===== config.mk =====
export PLATFORM = sky130hd
export DESIGN_NAME = smc_setup_menu
export DESIGN_NICKNAME = d
export VERILOG_FILES = /design/src/rtl/smc_pkg.sv /design/src/rtl/smc_debounce.sv /design/src/rtl/smc_press_class.sv /design/src/rtl/smc_tick.sv /design/src/rtl/smc_menu_fsm.sv /design/src/rtl/smc_setup_menu.sv
export SDC_FILE = /design/constraint.sdc
export NUM_CORES = 1
export LEC_CHECK = 0
export BUFFER_PORTS_ARGS = -buffer_cell sky130_fd_sc_hd__buf_2
export CAP_MARGIN = 20
export CORE_UTILIZATION = 55
export CTS_CLUSTER_DIAMETER = 80
export DETAILED_ROUTE_END_ITERATION = 6
export GPL_TIMING_DRIVEN = 0
export MAX_ROUTING_LAYER = met4
export PLACE_DENSITY_LB_ADDON = 0.2
export SYNTH_ARGS = -nofsm -noshare
export SYNTH_HDL_FRONTEND = slang
export SYNTH_SLANG_ARGS = --single-unit

===== constraint.sdc =====
create_clock -name clk -period 3.1 [get_ports clk]
set_clock_uncertainty 0.1 [all_clocks]
set_input_delay 0 -clock clk [delete_from_list [all_inputs] [get_ports clk]]
set_output_delay 0 -clock clk [all_outputs]
set_load 0.03 [all_outputs]

===== src/rtl/smc_pkg.sv =====
package smc_pkg;

  typedef enum logic [2:0] {
    SUB_CLK  = 3'd0,
    SUB_DEB  = 3'd1,
    SUB_DISP = 3'd2,
    SUB_USB  = 3'd3,
    SUB_VER  = 3'd4
  } sub_e;

  localparam int unsigned SUB_LAST = 4;

  typedef struct packed {
    logic [2:0] clk_sel;
    logic       deb_en;
    logic [1:0] disp_mode;
    logic       usb_mode;
  } cfg_t;

  localparam cfg_t CFG_RESET = '{clk_sel: 3'd0, deb_en: 1'b0, disp_mode: 2'd0, usb_mode: 1'b0};

  // largest legal choice of each sub-menu; version has none to step
  function automatic logic [2:0] choice_max(input sub_e s);
    case (s)
      SUB_CLK:  choice_max = 3'd7;
      SUB_DEB:  choice_max = 3'd1;
      SUB_DISP: choice_max = 3'd2;
      SUB_USB:  choice_max = 3'd1;
      default:  choice_max = 3'd0;
    endcase
  endfunction

  // seven-segment glyph, bit0 = a ... bit6 = g, active high
  function automatic logic [6:0] glyph(input logic [3:0] d);
    case (d)
      4'd0: glyph = 7'h3F;
      4'd1: glyph = 7'h06;
      4'd2: glyph = 7'h5B;
      4'd3: glyph = 7'h4F;
      4'd4: glyph = 7'h66;
      4'd5: glyph = 7'h6D;
      4'd6: glyph = 7'h7D;
      4'd7: glyph = 7'h07;
      4'd8: glyph = 7'h7F;
      4'd9: glyph = 7'h6F;
      default: glyph = 7'h40;
    endcase
  endfunction

endpackage


===== src/rtl/smc_debounce.sv =====
module smc_debounce #(
  parameter int unsigned DEB_CYCLES = 60000
) (
  input  logic clk,
  input  logic rst_n,
  input  logic raw_i,
  output logic clean_o
);
  localparam int unsigned CW = $clog2(DEB_CYCLES + 1);

  logic [1:0]    sync_q;
  logic [CW-1:0] cnt_q;

  always_ff @(posedge clk or negedge rst_n) begin
    if (!rst_n) begin
      sync_q  <= 2'b00;
      cnt_q   <= '0;
      clean_o <= 1'b0;
    end else begin
      sync_q <= {sync_q[0], raw_i};
      if (sync_q[1] != clean_o) begin
        if (cnt_q == CW'(DEB_CYCLES - 1)) begin
          clean_o <= sync_q[1];
          cnt_q   <= '0;
        end else begin
          cnt_q <= cnt_q + 1'b1;
        end
      end else begin
        cnt_q <= '0;
      end
    end
  end

  // accepted level moves only after a complete stable window
  p_deb_window_r11: assert property (@(posedge clk) disable iff (!rst_n)
    (clean_o != $past(clean_o)) |-> ($past(cnt_q) == CW'(DEB_CYCLES - 1)));

endmodule


===== src/rtl/smc_press_class.sv =====
module smc_press_class #(
  parameter int unsigned LONG_CYCLES = 6000000
) (
  input  logic clk,
  input  logic rst_n,
  input  logic btn_i,
  output logic long_o,
  output logic short_o
);
  localparam int unsigned HW = $clog2(LONG_CYCLES + 1);

  logic [HW-1:0] hold_q;
  logic          fired_q;
  logic          prev_q;

  always_ff @(posedge clk or negedge rst_n) begin
    if (!rst_n) begin
      hold_q  <= '0;
      fired_q <= 1'b0;
      prev_q  <= 1'b0;
      long_o  <= 1'b0;
      short_o <= 1'b0;
    end else begin
      prev_q  <= btn_i;
      long_o  <= 1'b0;
      short_o <= 1'b0;
      if (btn_i) begin
        if (hold_q != HW'(LONG_CYCLES - 1)) begin
          hold_q <= hold_q + 1'b1;
        end else if (!fired_q) begin
          long_o  <= 1'b1;
          fired_q <= 1'b1;
        end
      end else begin
        hold_q <= '0;
        if (prev_q && !fired_q) short_o <= 1'b1;
        fired_q <= 1'b0;
      end
    end
  end

  // a hold is either long or short, never both
  p_long_short_excl_r3: assert property (@(posedge clk) disable iff (!rst_n)
    !(long_o && short_o));
  // one long event per hold
  p_long_single_r3: assert property (@(posedge clk) disable iff (!rst_n)
    long_o |=> !long_o);

endmodule


===== src/rtl/smc_tick.sv =====
module smc_tick #(
  parameter int unsigned PERIOD = 1000
) (
  input  logic clk,
  input  logic rst_n,
  input  logic en_i,
  output logic tick_o
);
  localparam int unsigned TW = $clog2(PERIOD + 1);

  logic [TW-1:0] cnt_q;

  always_ff @(posedge clk or negedge rst_n) begin
    if (!rst_n) begin
      cnt_q  <= '0;
      tick_o <= 1'b0;
    end else if (!en_i) begin
      cnt_q  <= '0;
      tick_o <= 1'b0;
    end else if (cnt_q == TW'(PERIOD - 1)) begin
      cnt_q  <= '0;
      tick_o <= 1'b1;
    end else begin
      cnt_q  <= cnt_q + 1'b1;
      tick_o <= 1'b0;
    end
  end

  // the counter never runs past its period
  p_tick_bound_r10: assert property (@(posedge clk) disable iff (!rst_n)
    cnt_q < TW'(PERIOD));

endmodule


===== src/rtl/smc_menu_fsm.sv =====
module smc_menu_fsm
  import smc_pkg::*;
#(
  parameter int unsigned VERSION_DIGIT = 6
) (
  input  logic       clk,
  input  logic       rst_n,
  input  logic       long_i,
  input  logic       short_i,
  input  logic       up_i,
  input  logic       dn_i,
  output logic       active_o,
  output sub_e       sub_o,
  output cfg_t       cfg_o,
  output logic [3:0] value_o
);
  logic up_prev_q, dn_prev_q;
  logic up_rise, dn_rise;
  logic [2:0] cur, nxt, top;
  cfg_t cfg_nxt;

  assign up_rise = up_i && !up_prev_q;
  assign dn_rise = dn_i && !dn_prev_q;

  always_comb begin
    case (sub_o)
      SUB_CLK:  cur = cfg_o.clk_sel;
      SUB_DEB:  cur = {2'b00, cfg_o.deb_en};
      SUB_DISP: cur = {1'b0, cfg_o.disp_mode};
      SUB_USB:  cur = {2'b00, cfg_o.usb_mode};
      default:  cur = 3'd0;
    endcase
    top = choice_max(sub_o);
    nxt = cur;
    if (active_o && sub_o != SUB_VER) begin
      if (up_rise && !dn_rise && cur < top) nxt = cur + 3'd1;
      else if (dn_rise && !up_rise && cur != 3'd0) nxt = cur - 3'd1;
    end
    cfg_nxt = cfg_o;
    case (sub_o)
      SUB_CLK:  cfg_nxt.clk_sel   = nxt;
      SUB_DEB:  cfg_nxt.deb_en    = nxt[0];
      SUB_DISP: cfg_nxt.disp_mode = nxt[1:0];
      SUB_USB:  cfg_nxt.usb_mode  = nxt[0];
      default:  ;
    endcase
  end

  always_ff @(posedge clk or negedge rst_n) begin
    if (!rst_n) begin
      active_o  <= 1'b0;
      sub_o     <= SUB_CLK;
      cfg_o     <= CFG_RESET;
      up_prev_q <= 1'b0;
      dn_prev_q <= 1'b0;
    end else begin
      up_prev_q <= up_i;
      dn_prev_q <= dn_i;
      cfg_o     <= cfg_nxt;
      if (long_i) begin
        active_o <= !active_o;
        sub_o    <= SUB_CLK;
      end else if (short_i && active_o) begin
        sub_o <= (sub_o == SUB_VER) ? SUB_CLK : sub_e'(sub_o + 3'd1);
      end
    end
  end

  always_comb begin
    case (sub_o)
      SUB_CLK:  value_o = {1'b0, cfg_o.clk_sel};
      SUB_DEB:  value_o = {3'b000, cfg_o.deb_en};
      SUB_DISP: value_o = {2'b00, cfg_o.disp_mode};
      SUB_USB:  value_o = {3'b000, cfg_o.usb_mode};
      default:  value_o = 4'(VERSION_DIGIT);
    endcase
  end

  // the menu opens on the first sub-menu
  p_open_first_r2: assert property (@(posedge clk) disable iff (!rst_n)
    $rose(active_o) |-> (sub_o == SUB_CLK));
  // index never leaves the five sub-menus
  p_sub_range_r4: assert property (@(posedge clk) disable iff (!rst_n)
    sub_o <= sub_e'(SUB_LAST));
  // display mode keeps to its three choices
  p_disp_range_r5: assert property (@(posedge clk) disable iff (!rst_n)
    cfg_o.disp_mode != 2'd3);
  // nothing is stored while the menu is closed
  p_closed_stable_r7: assert property (@(posedge clk) disable iff (!rst_n)
    !active_o |=> $stable(cfg_o));

endmodule


===== src/rtl/smc_setup_menu.sv =====
module smc_setup_menu
  import smc_pkg::*;
#(
  parameter int unsigned DEB_CYCLES    = 60000,
  parameter int unsigned LONG_CYCLES   = 6000000,
  parameter int unsigned FLASH_CYCLES  = 1500000,
  parameter int unsigned SCAN_CYCLES   = 6000,
  parameter int unsigned VERSION_DIGIT = 6
) (
  input  logic       clk,
  input  logic       rst_n,
  input  logic       setup_btn_i,
  input  logic       up_btn_i,
  input  logic       dn_btn_i,
  input  logic [7:0] usr_seg_i,
  input  logic [5:0] usr_dig_n_i,
  output logic [7:0] disp_seg_o,
  output logic [5:0] disp_dig_n_o,
  output logic       usr_up_o,
  output logic       usr_dn_o,
  output logic       setup_led_o,
  output logic       menu_active_o,
  output logic [2:0] clk_sel_o,
  output logic       deb_en_o,
  output logic [1:0] disp_mode_o,
  output logic       usb_mode_o
);
  localparam int unsigned NBTN = 3;
  localparam int unsigned NDIG = 6;

  logic [NBTN-1:0] raw_btn, clean_btn;
  logic long_ev, short_ev;
  logic active;
  sub_e sub;
  cfg_t cfg;
  logic [3:0] value;
  logic flash_tick, scan_tick;
  logic flash_q, scan_q;
  logic [7:0] menu_seg;
  logic [NDIG-1:0] menu_dig_n;

  assign raw_btn = {dn_btn_i, up_btn_i, setup_btn_i};

  for (genvar b = 0; b < NBTN; b++) begin : g_deb
    smc_debounce #(.DEB_CYCLES(DEB_CYCLES)) u_deb (
      .clk(clk), .rst_n(rst_n), .raw_i(raw_btn[b]), .clean_o(clean_btn[b])
    );
  end

  smc_press_class #(.LONG_CYCLES(LONG_CYCLES)) u_class (
    .clk(clk), .rst_n(rst_n), .btn_i(clean_btn[0]),
    .long_o(long_ev), .short_o(short_ev)
  );

  smc_menu_fsm #(.VERSION_DIGIT(VERSION_DIGIT)) u_fsm (
    .clk(clk), .rst_n(rst_n), .long_i(long_ev), .short_i(short_ev),
    .up_i(clean_btn[1]), .dn_i(clean_btn[2]),
    .active_o(active), .sub_o(sub), .cfg_o(cfg), .value_o(value)
  );

  smc_tick #(.PERIOD(FLASH_CYCLES)) u_flash (
    .clk(clk), .rst_n(rst_n), .en_i(active), .tick_o(flash_tick)
  );

  smc_tick #(.PERIOD(SCAN_CYCLES)) u_scan (
    .clk(clk), .rst_n(rst_n), .en_i(active), .tick_o(scan_tick)
  );

  always_ff @(posedge clk or negedge rst_n) begin
    if (!rst_n) begin
      flash_q <= 1'b0;
      scan_q  <= 1'b0;
    end else if (!active) begin
      flash_q <= 1'b0;
      scan_q  <= 1'b0;
    end else begin
      if (flash_tick) flash_q <= !flash_q;
      if (scan_tick)  scan_q  <= !scan_q;
    end
  end

  // scan_q = 0: left digit shows sub-menu number; 1: right digit shows value
  always_comb begin
    if (!scan_q) begin
      menu_seg   = {1'b0, glyph(4'({1'b0, sub}) + 4'd1)};
      menu_dig_n = ~(NDIG'(1) << (NDIG - 1));
    end else begin
      menu_seg   = {1'b0, glyph(value)};
      menu_dig_n = ~NDIG'(1);
    end
  end

  assign disp_seg_o    = active ? menu_seg   : usr_seg_i;
  assign disp_dig_n_o  = active ? menu_dig_n : usr_dig_n_i;
  assign usr_up_o      = up_btn_i && !active;
  assign usr_dn_o      = dn_btn_i && !active;
  assign setup_led_o   = flash_q;
  assign menu_active_o = active;
  assign clk_sel_o     = cfg.clk_sel;
  assign deb_en_o      = cfg.deb_en;
  assign disp_mode_o   = cfg.disp_mode;
  assign usb_mode_o    = cfg.usb_mode;

  // the menu drives exactly one digit at a time
  p_one_strobe_r9: assert property (@(posedge clk) disable iff (!rst_n)
    active |-> ($countones(~disp_dig_n_o) == 1));
  // the indicator is dark once the menu has been closed for a cycle
  p_led_dark_r10: assert property (@(posedge clk) disable iff (!rst_n)
    (!active && !$past(active)) |-> !setup_led_o);

endmodule


==> impl_metrics.xml, run 1 <==
<?xml version="1.0" encoding="UTF-8"?>
<metrics>
  <group name="synthesis">
    <metric name="synth-seq-cells" unit="">135</metric>
    <metric name="netlist_instances" unit="">740</metric>
    <metric name="post_synth_mux_area_share" unit="%">2.21</metric>
    <metric name="synth_xor_xnor_area_share" unit="%">11.4</metric>
    <metric name="syn-mean-instance-area" unit="um^2">9.56</metric>
    <metric name="cells_taking_the_most_area_after_synthesis" unit="">dfrtp_1 (48%), xnor2_1 (7.2%), nor2_1 (6.3%)</metric>
    <metric name="synth_top_area_share" unit="%">47.7</metric>
    <metric name="yosys_warnings" unit="">0</metric>
    <metric name="postSynth.asyncResetShare" unit="%">100</metric>
    <metric name="synth_sequential_area_ratio" unit="%">47.7</metric>
    <metric name="yosysUniqueCellTypes" unit="">54</metric>
    <metric name="synth_enable_flop_cells" unit="">0</metric>
    <metric name="synth.cell_area" unit="um^2">7080</metric>
    <metric name="synth-adder-area-share" unit="%">4.42</metric>
    <metric name="synth-compound-area-share" unit="%">6.08</metric>
    <metric name="postSynthNetCount" unit="">784</metric>
    <metric name="post-synth-top-area-cell" unit="">dfrtp_1</metric>
    <metric name="combinational_family_with_the_most_area_after_synthesis" unit="">simple AND/OR/NAND/NOR gates</metric>
    <metric name="ys.flop_type" unit="">dfrtp_1</metric>
    <metric name="simple_gate_portion_of_the_synthesized_area" unit="%">25.1</metric>
  </group>
  <group name="final_layout">
    <metric name="finish.net_count" unit="">853</metric>
    <metric name="fillerInstances" unit="">1036</metric>
    <metric name="finish.instance_area" unit="um^2">8230</metric>
    <metric name="post_route_cells_drive_above_1_share" unit="%">12.7</metric>
    <metric name="multi_input_area" unit="um^2">3500</metric>
    <metric name="areaGrowthSynthToFinish" unit="%">16.3</metric>
    <metric name="final_core_util" unit="%">65.5</metric>
    <metric name="layout.area.seq" unit="um^2">3380</metric>
    <metric name="num_antenna_cells" unit="">0</metric>
  </group>
  <group name="worst_setup_path">
    <metric name="worstPathRequired" unit="ns">3.29</metric>
    <metric name="critical_path.max_fanout" unit="">9</metric>
    <metric name="critPathCaptureType" unit="">flip-flop</metric>
    <metric name="worst_setup_path_start_kind" unit="">flip-flop</metric>
    <metric name="cp_data_arrival_time" unit="ns">3.18</metric>
    <metric name="worstSetupPathType" unit="">reg2reg</metric>
  </group>
  <group name="die">
    <metric name="vert_die_dim" unit="um">115</metric>
    <metric name="core_area" unit="um^2">12600</metric>
    <metric name="count_of_pins_on_the_block_boundary" unit="">44</metric>
    <metric name="initial_core_util" unit="%">56.3</metric>
    <metric name="die_area" unit="um^2">13300</metric>
    <metric name="core.rowCount" unit="">41</metric>
    <metric name="die_w" unit="um">115</metric>
  </group>
  <group name="pwr">
    <metric name="cellPowerDensity" unit="nW/um^2">480</metric>
    <metric name="total_leakage_power" unit="nW">3.58</metric>
    <metric name="peak_vdd_ir" unit="V">0.000353</metric>
  </group>
  <group name="detailed_routing">
    <metric name="route.detailed.drc" unit="">0</metric>
    <metric name="dr_total_vias" unit="">5421</metric>
    <metric name="postRouteAntennaNets" unit="">0</metric>
    <metric name="detail_route.wirelength" unit="um">14100</metric>
    <metric name="number_of_drc_markers_in_iteration_0" unit="">269</metric>
    <metric name="router_iterations_before_antenna_repair" unit="">5</metric>
    <metric name="routed_via_density" unit="">5.46</metric>
    <metric name="post_drt_wl_per_cell" unit="um">14.2</metric>
  </group>
  <group name="cts">
    <metric name="worst_skew_pair.late_latency" unit="ns">0.42</metric>
    <metric name="htree_levels" unit="">4</metric>
    <metric name="number_of_cts_inserted_buffers" unit="">17</metric>
    <metric name="clock-root-buffer" unit="">clkbuf_16</metric>
    <metric name="clock_pin_slew_on_the_worst_setup_and_hold_paths" unit="ns">0.05</metric>
    <metric name="clock_tree.buffer_depth" unit="">2</metric>
    <metric name="cts.sinks" unit="">135</metric>
    <metric name="cts_tree" unit="">yes</metric>
  </group>
  <group name="global_routing">
    <metric name="busiest_layer" unit="">met2</metric>
    <metric name="congestion_overflow_gr" unit="">0</metric>
    <metric name="grt_use_met1" unit="%">29.8</metric>
    <metric name="grtUsageTotal" unit="%">24.1</metric>
    <metric name="globalRouteMet3Util" unit="%">5.65</metric>
    <metric name="grt_antenna_before_repair" unit="">0</metric>
    <metric name="grt_first_pass_wirelength" unit="um">24200</metric>
    <metric name="grt_pass1_vias" unit="">5345</metric>
    <metric name="globalRouteMet2Util" unit="%">38.6</metric>
    <metric name="pin_count_of_the_biggest_net_entering_global_routing" unit="">73</metric>
  </group>
  <group name="timing">
    <metric name="setup-violations-final" unit="">0</metric>
    <metric name="max_slew_headroom" unit="%">55.9</metric>
    <metric name="final.period_utilization" unit="%">96.7</metric>
    <metric name="worst_slack" unit="ns">0.104</metric>
    <metric name="worst_slew_pin_slew" unit="ns">0.661</metric>
    <metric name="grt_setup_unrepaired" unit="">true</metric>
    <metric name="timing.final.crit_period" unit="ns">3.00</metric>
    <metric name="slew_violations" unit="">0</metric>
    <metric name="hold_viol_final" unit="">0</metric>
    <metric name="max_clock_freq" unit="GHz">0.334</metric>
  </group>
  <group name="placement">
    <metric name="gpl.final_weighted_congestion" unit="">0.848</metric>
    <metric name="place_hpwl" unit="um">9720</metric>
    <metric name="pre_cts_slack" unit="ns">-0.361</metric>
    <metric name="placement.cell_area" unit="um^2">7540</metric>
    <metric name="placement.io_buffers" unit="">43</metric>
  </group>
  <group name="outcome">
    <metric name="run_status" unit="">complete, no violations</metric>
  </group>
  <group name="min_path">
    <metric name="hold_path.class" unit="">in2async</metric>
  </group>
  <group name="flow_run">
    <metric name="cap_violations" unit="">0</metric>
  </group>
</metrics>
-- power by group --
group / switching [mW] / total [mW] / internal (mW)
clock network: 0.718 / 2.04 / 1.32
logic: 0.0857 / 0.127 / 0.0410
registers: 0.0119 / 1.79 / 1.78
total: 0.815 / 3.95 / 3.14
-- placed cells by master (no fill, tap or decap), types with 4 or more instances in the layout --
cell             n
and3_1          12
dlygate4sd3_1    4
o211ai_1         7
clkbuf_1        18
or3_1            9
dfrtp_1        133
clkbuf_16       17
o21ai_0         19
and4_1           7
nand2_1         56
buf_2           46
nor4b_1          4
a21oi_1         15
or2_2            7
nor2b_1         12
nand2b_1         8
buf_4            5
inv_1           29
xnor2_1         58
ha_1            24
xor2_1          34
nor3_1          11
nand4_1         20
nor4_1           8
nor2_1         119
mux2i_1         10
nand3_1         42
and2_1          19
-- worst max-delay path, stage by stage (launching register included) --
cell and delay [ns]:
dfrtp_2 0.46, inv_1 0.14, ha_1 0.18, buf_6 0.13, a22oi_1 0.10, or2_2 0.35, ha_1 0.22, ha_1 0.20
or3_1 0.45, a211o_1 0.35, nand3_1 0.10, o21ai_0 0.08
-- per-layer routing --
metal | share of wire, % | wire, um
met1 | 45 | 6370
met5 | 0 | 0
met4 | 1.7 | 239
met2 | 50 | 7000
met3 | 3.6 | 515
-- cell families (layout without fill, tap and decap cells) --
logic type / count (synthesis) / in the layout
mux: 15 / 15
flops: 135 / 135
simple gates: 352 / 352
xor+xnor: 92 / 92
buf+inv: 55 / 136
compound gates: 66 / 66
fa+ha+maj: 25 / 25
-- synthesized netlist by cell type, types with 9 or more instances --
cell type  instances
dfrtp_1          135
xnor2_1           58
mux2i_1           10
nand4_1           20
xor2_1            34
or3_1              9
inv_1             30
o21ai_0           19
nor2_1           119
and3_1            12
nor3_1            11
nand3_1           42
ha_1              25
and2_1            19
nor2b_1           13
clkbuf_1          17
nand2_1           56
a21oi_1           16
-- state kept, by name, indices dropped and copies added, names as in the netlist, 3 cells and up --
register / count
g_deb.u_deb.clean_o: 3
g_deb.u_deb.cnt_q: 48
g_deb.u_deb.sync_q: 6
u_class.hold_q: 23
u_flash.cnt_q: 21
u_fsm.cfg_o: 7
u_fsm.sub_o: 3
u_scan.cnt_q: 13
-- area by class of cell --
cell class | count | area share [%]
Clock buffer | 23 | 5.81
Sequential cell | 135 | 41.1
Inverter | 31 | 1.41
Clock inverter | 8 | 1.47
Tap cell | 172 | 2.62
Timing Repair Buffer | 52 | 3.91
Buffer | 22 | 1.17
Multi-Input combinational cell | 550 | 42.5
-- what timing repair did --
item,4_1_cts,5_1_grt
endpoints found under the setup margin,11,12
hold endpoints to repair,138,0
hold buffers,4,0
buffers inserted,2,2
pin swaps,2,2
resized for setup,5,5
-- per-stage QoR --
stage | setup TNS [ns] | std cells | hold slack, ns | total power, mW
global route | -0.00356 | 993 | 0.0803 | 4.10
global placement | -1.06 | 955 | 0.00989 | 1.94
detailed placement | -2.01 | 956 | -0.0820 | 1.95
finish | 0 | 993 | 0.0336 | 3.95
floorplan | 0 | 740 | -0.396 | 1.88
CTS | 0 | 992 | 0.0422 | 4.00
-- final timing paths --
path	cells after the start	start	slack (ns)	end
setup / recovery	11	u_fsm.sub_o[1]	0.10	u_fsm.cfg_o[3]
hold / removal	2	rst_n	0.03	g_deb[1].u_deb.cnt_q[9]
setup reg to reg	11	u_fsm.sub_o[1]	0.10	u_fsm.cfg_o[3]
hold reg to reg	0	g_deb[2].u_deb.sync_q[0]	0.24	g_deb[2].u_deb.sync_q[1]
max in group asynchronous	3	rst_n	2.11	u_fsm.sub_o[1]
min in group clk	2	setup_btn_i	0.13	g_deb[0].u_deb.sync_q[0]
(Power assumes the default switching activity.)
==> run 2: changes to the inputs <==
==> constraint.sdc (replaced) <==
create_clock -name clk -period 2.5 [get_ports clk]
set_clock_uncertainty 0.1 [all_clocks]
set_input_delay 0 -clock clk [delete_from_list [all_inputs] [get_ports clk]]
set_output_delay 0 -clock clk [all_outputs]
set_load 0.05 [all_outputs]
==> impl_metrics.xml, run 2 (same netlist as run 1, synthesis figures left out) <==
<?xml version="1.0" encoding="UTF-8"?>
<metrics>
  <group name="outcome">
    <metric name="run_status" unit="">complete, but fails checks</metric>
    <metric name="violations" unit="">negative setup slack</metric>
  </group>
  <group name="placement">
    <metric name="placement.io_buffers" unit="">43</metric>
    <metric name="placement.cell_area" unit="um^2">7650</metric>
    <metric name="gpl.final_weighted_congestion" unit="">0.890</metric>
    <metric name="placed_cells_incl_taps" unit="">956</metric>
    <metric name="place_hpwl" unit="um">9990</metric>
  </group>
  <group name="detailed_routing">
    <metric name="dr_total_vias" unit="">5546</metric>
    <metric name="number_of_drc_markers_in_iteration_0" unit="">278</metric>
    <metric name="post_drt_wl_per_cell" unit="um">15.0</metric>
    <metric name="routed_via_density" unit="">5.49</metric>
    <metric name="detail_route.wirelength" unit="um">15100</metric>
    <metric name="router_iterations_before_antenna_repair" unit="">5</metric>
    <metric name="route.detailed.drc" unit="">0</metric>
    <metric name="postRouteAntennaNets" unit="">0</metric>
  </group>
  <group name="die">
    <metric name="count_of_pins_on_the_block_boundary" unit="">44</metric>
    <metric name="core.rowCount" unit="">41</metric>
    <metric name="die_area" unit="um^2">13300</metric>
    <metric name="die_w" unit="um">115</metric>
    <metric name="vert_die_dim" unit="um">115</metric>
    <metric name="core_area" unit="um^2">12600</metric>
    <metric name="initial_core_util" unit="%">56.3</metric>
  </group>
  <group name="timing">
    <metric name="timing.final.crit_period" unit="ns">2.83</metric>
    <metric name="holdWs" unit="ns">0.0135</metric>
    <metric name="slew_violations" unit="">0</metric>
    <metric name="setup-violations-final" unit="">14</metric>
    <metric name="max_slew_headroom" unit="%">51.0</metric>
    <metric name="grt_setup_unrepaired" unit="">true</metric>
    <metric name="max_clock_freq" unit="GHz">0.353</metric>
    <metric name="tns" unit="ns">-3.52</metric>
    <metric name="worst_slew_pin_slew" unit="ns">0.735</metric>
    <metric name="final.period_utilization" unit="%">113</metric>
    <metric name="worst_slack" unit="ns">-0.333</metric>
    <metric name="hold_viol_final" unit="">0</metric>
  </group>
  <group name="final_layout">
    <metric name="layout.cells.most_common" unit="">dfrtp_1</metric>
    <metric name="registers.top_by_ff_count" unit="">g_deb.u_deb.cnt_q</metric>
    <metric name="num_antenna_cells" unit="">0</metric>
    <metric name="finish.net_count" unit="">869</metric>
    <metric name="largest_registers" unit="">g_deb.u_deb.cnt_q x48, u_class.hold_q x23, u_flash.cnt_q x21</metric>
    <metric name="areaGrowthSynthToFinish" unit="%">22.9</metric>
    <metric name="largest_register_ffs" unit="">48</metric>
    <metric name="fillerInstances" unit="">954</metric>
    <metric name="post_route_cells_drive_above_1_share" unit="%">18.7</metric>
    <metric name="final_cells" unit="">1010</metric>
    <metric name="mostFrequentLayoutCells" unit="">dfrtp_1 (133), nor2_1 (119), xnor2_1 (58)</metric>
    <metric name="finish.instance_area" unit="um^2">8700</metric>
  </group>
  <group name="global_routing">
    <metric name="grtUsageTotal" unit="%">25.2</metric>
    <metric name="grt_antenna_before_repair" unit="">0</metric>
    <metric name="congestion_overflow_gr" unit="">0</metric>
    <metric name="grt_pass1_vias" unit="">5591</metric>
    <metric name="pin_count_of_the_biggest_net_entering_global_routing" unit="">74</metric>
    <metric name="grt_first_pass_wirelength" unit="um">25300</metric>
  </group>
  <group name="cts">
    <metric name="clock_pin_slew_on_the_worst_setup_and_hold_paths" unit="ns">0.06</metric>
    <metric name="htree_levels" unit="">4</metric>
    <metric name="cts_tree" unit="">yes</metric>
    <metric name="clock-root-buffer" unit="">clkbuf_16</metric>
    <metric name="number_of_cts_inserted_buffers" unit="">17</metric>
    <metric name="worst_skew_pair.late_latency" unit="ns">0.42</metric>
    <metric name="clock_tree.buffer_depth" unit="">2</metric>
    <metric name="cts.sinks" unit="">135</metric>
  </group>
  <group name="worst_setup_path">
    <metric name="worst_setup_path_start_kind" unit="">flip-flop</metric>
    <metric name="critical-path-slowest-cell" unit="">dfrtp_2</metric>
    <metric name="critPathCaptureType" unit="">flip-flop</metric>
    <metric name="worstSetupPathType" unit="">reg2reg</metric>
    <metric name="cp_data_arrival_time" unit="ns">3.03</metric>
    <metric name="critical_path.max_fanout" unit="">6</metric>
    <metric name="critical-path-top-cell-by-count" unit="">ha_4</metric>
    <metric name="cp_num_buf_inv" unit="">3</metric>
    <metric name="cp_cell_sequence" unit="">inv_4 -&gt; ha_4 -&gt; a222oi_1 -&gt; buf_4 -&gt; a21o_4 -&gt; buf_6 -&gt; ha_4 -&gt; ha_4 -&gt; or3_4 -&gt; a211o_1 -&gt; nand3_1 -&gt; o21ai_1</metric>
    <metric name="cp_top_family" unit="">compound AO/OA/AOI/OAI gates</metric>
    <metric name="critical_path.max_stage_delay" unit="ns">0.46</metric>
    <metric name="worstPathRequired" unit="ns">2.69</metric>
  </group>
  <group name="pwr">
    <metric name="total_leakage_power" unit="nW">3.73</metric>
    <metric name="total_power" unit="mW">5.06</metric>
    <metric name="cellPowerDensity" unit="nW/um^2">581</metric>
    <metric name="peak_vdd_ir" unit="V">0.000462</metric>
  </group>
  <group name="min_path">
    <metric name="hold_path.class" unit="">in2async</metric>
  </group>
  <group name="flow_run">
    <metric name="cap_violations" unit="">0</metric>
  </group>
</metrics>
[run 2: final timing paths]
path / to / from / depth (start not counted) / slack, ns
worst min-delay path: g_deb[1].u_deb.cnt_q[12] / rst_n / 2 / 0.01
worst min register to register: g_deb[2].u_deb.sync_q[1] / g_deb[2].u_deb.sync_q[0] / 0 / 0.25
min in group clk: g_deb[0].u_deb.sync_q[0] / setup_btn_i / 2 / 0.12
worst max register to register: u_fsm.cfg_o[3] / u_fsm.sub_o[1] / 12 / -0.33
max in group asynchronous: u_class.hold_q[6] / rst_n / 3 / 1.54
worst max-delay path: u_fsm.cfg_o[3] / u_fsm.sub_o[1] / 12 / -0.33
[run 2: area by class of cell]
| type | count | area (um^2) | share of cell area, % |
|---|---|---|---|
| Buffer | 22 | 103 | 1.18 |
| Clock buffer | 24 | 482 | 5.54 |
| Clock inverter | 8 | 144 | 1.65 |
| Inverter | 31 | 129 | 1.48 |
| Multi-Input combinational cell | 550 | 3740 | 43.0 |
| Sequential cell | 135 | 3380 | 38.9 |
| Tap cell | 172 | 215 | 2.47 |
| Timing Repair Buffer | 68 | 502 | 5.77 |
[run 2: per-stage QoR]
step           setup slack, ns  util, %
6_report                -0.333     69.2
2_1_floorplan           -0.123        -
3_5_place_dp            -0.416     60.9
3_3_place_gp            -0.671     60.6
5_1_grt                 -0.394     69.2
4_1_cts                 -0.281     67.9
[run 2: routing by layer]
layer	GRT usage, %	share of wire (%)	vias up
met2	43.2	51	119
met3	5.81	4.0	28
met4	10.6	1.9	0
li1	-	-	2672
met1	28.3	43	2727
met5	-	0	-
[run 2: repair_timing]
| item | CTS | global route |
|---|---|---|
| hold buffers | 4 | 0 |
| setup endpoints to repair | 15 | 15 |
| pin swaps | 10 | 14 |
| gates resized for setup | 36 | 30 |
| buffers inserted | 12 | 8 |
| endpoints found under the hold margin | 138 | 0 |
[run 2: power by group]
group | switching (mW) | total [mW] | internal (mW)
logic | 0.128 | 0.186 | 0.0578
clock network | 0.909 | 2.65 | 1.74
registers | 0.0152 | 2.22 | 2.20
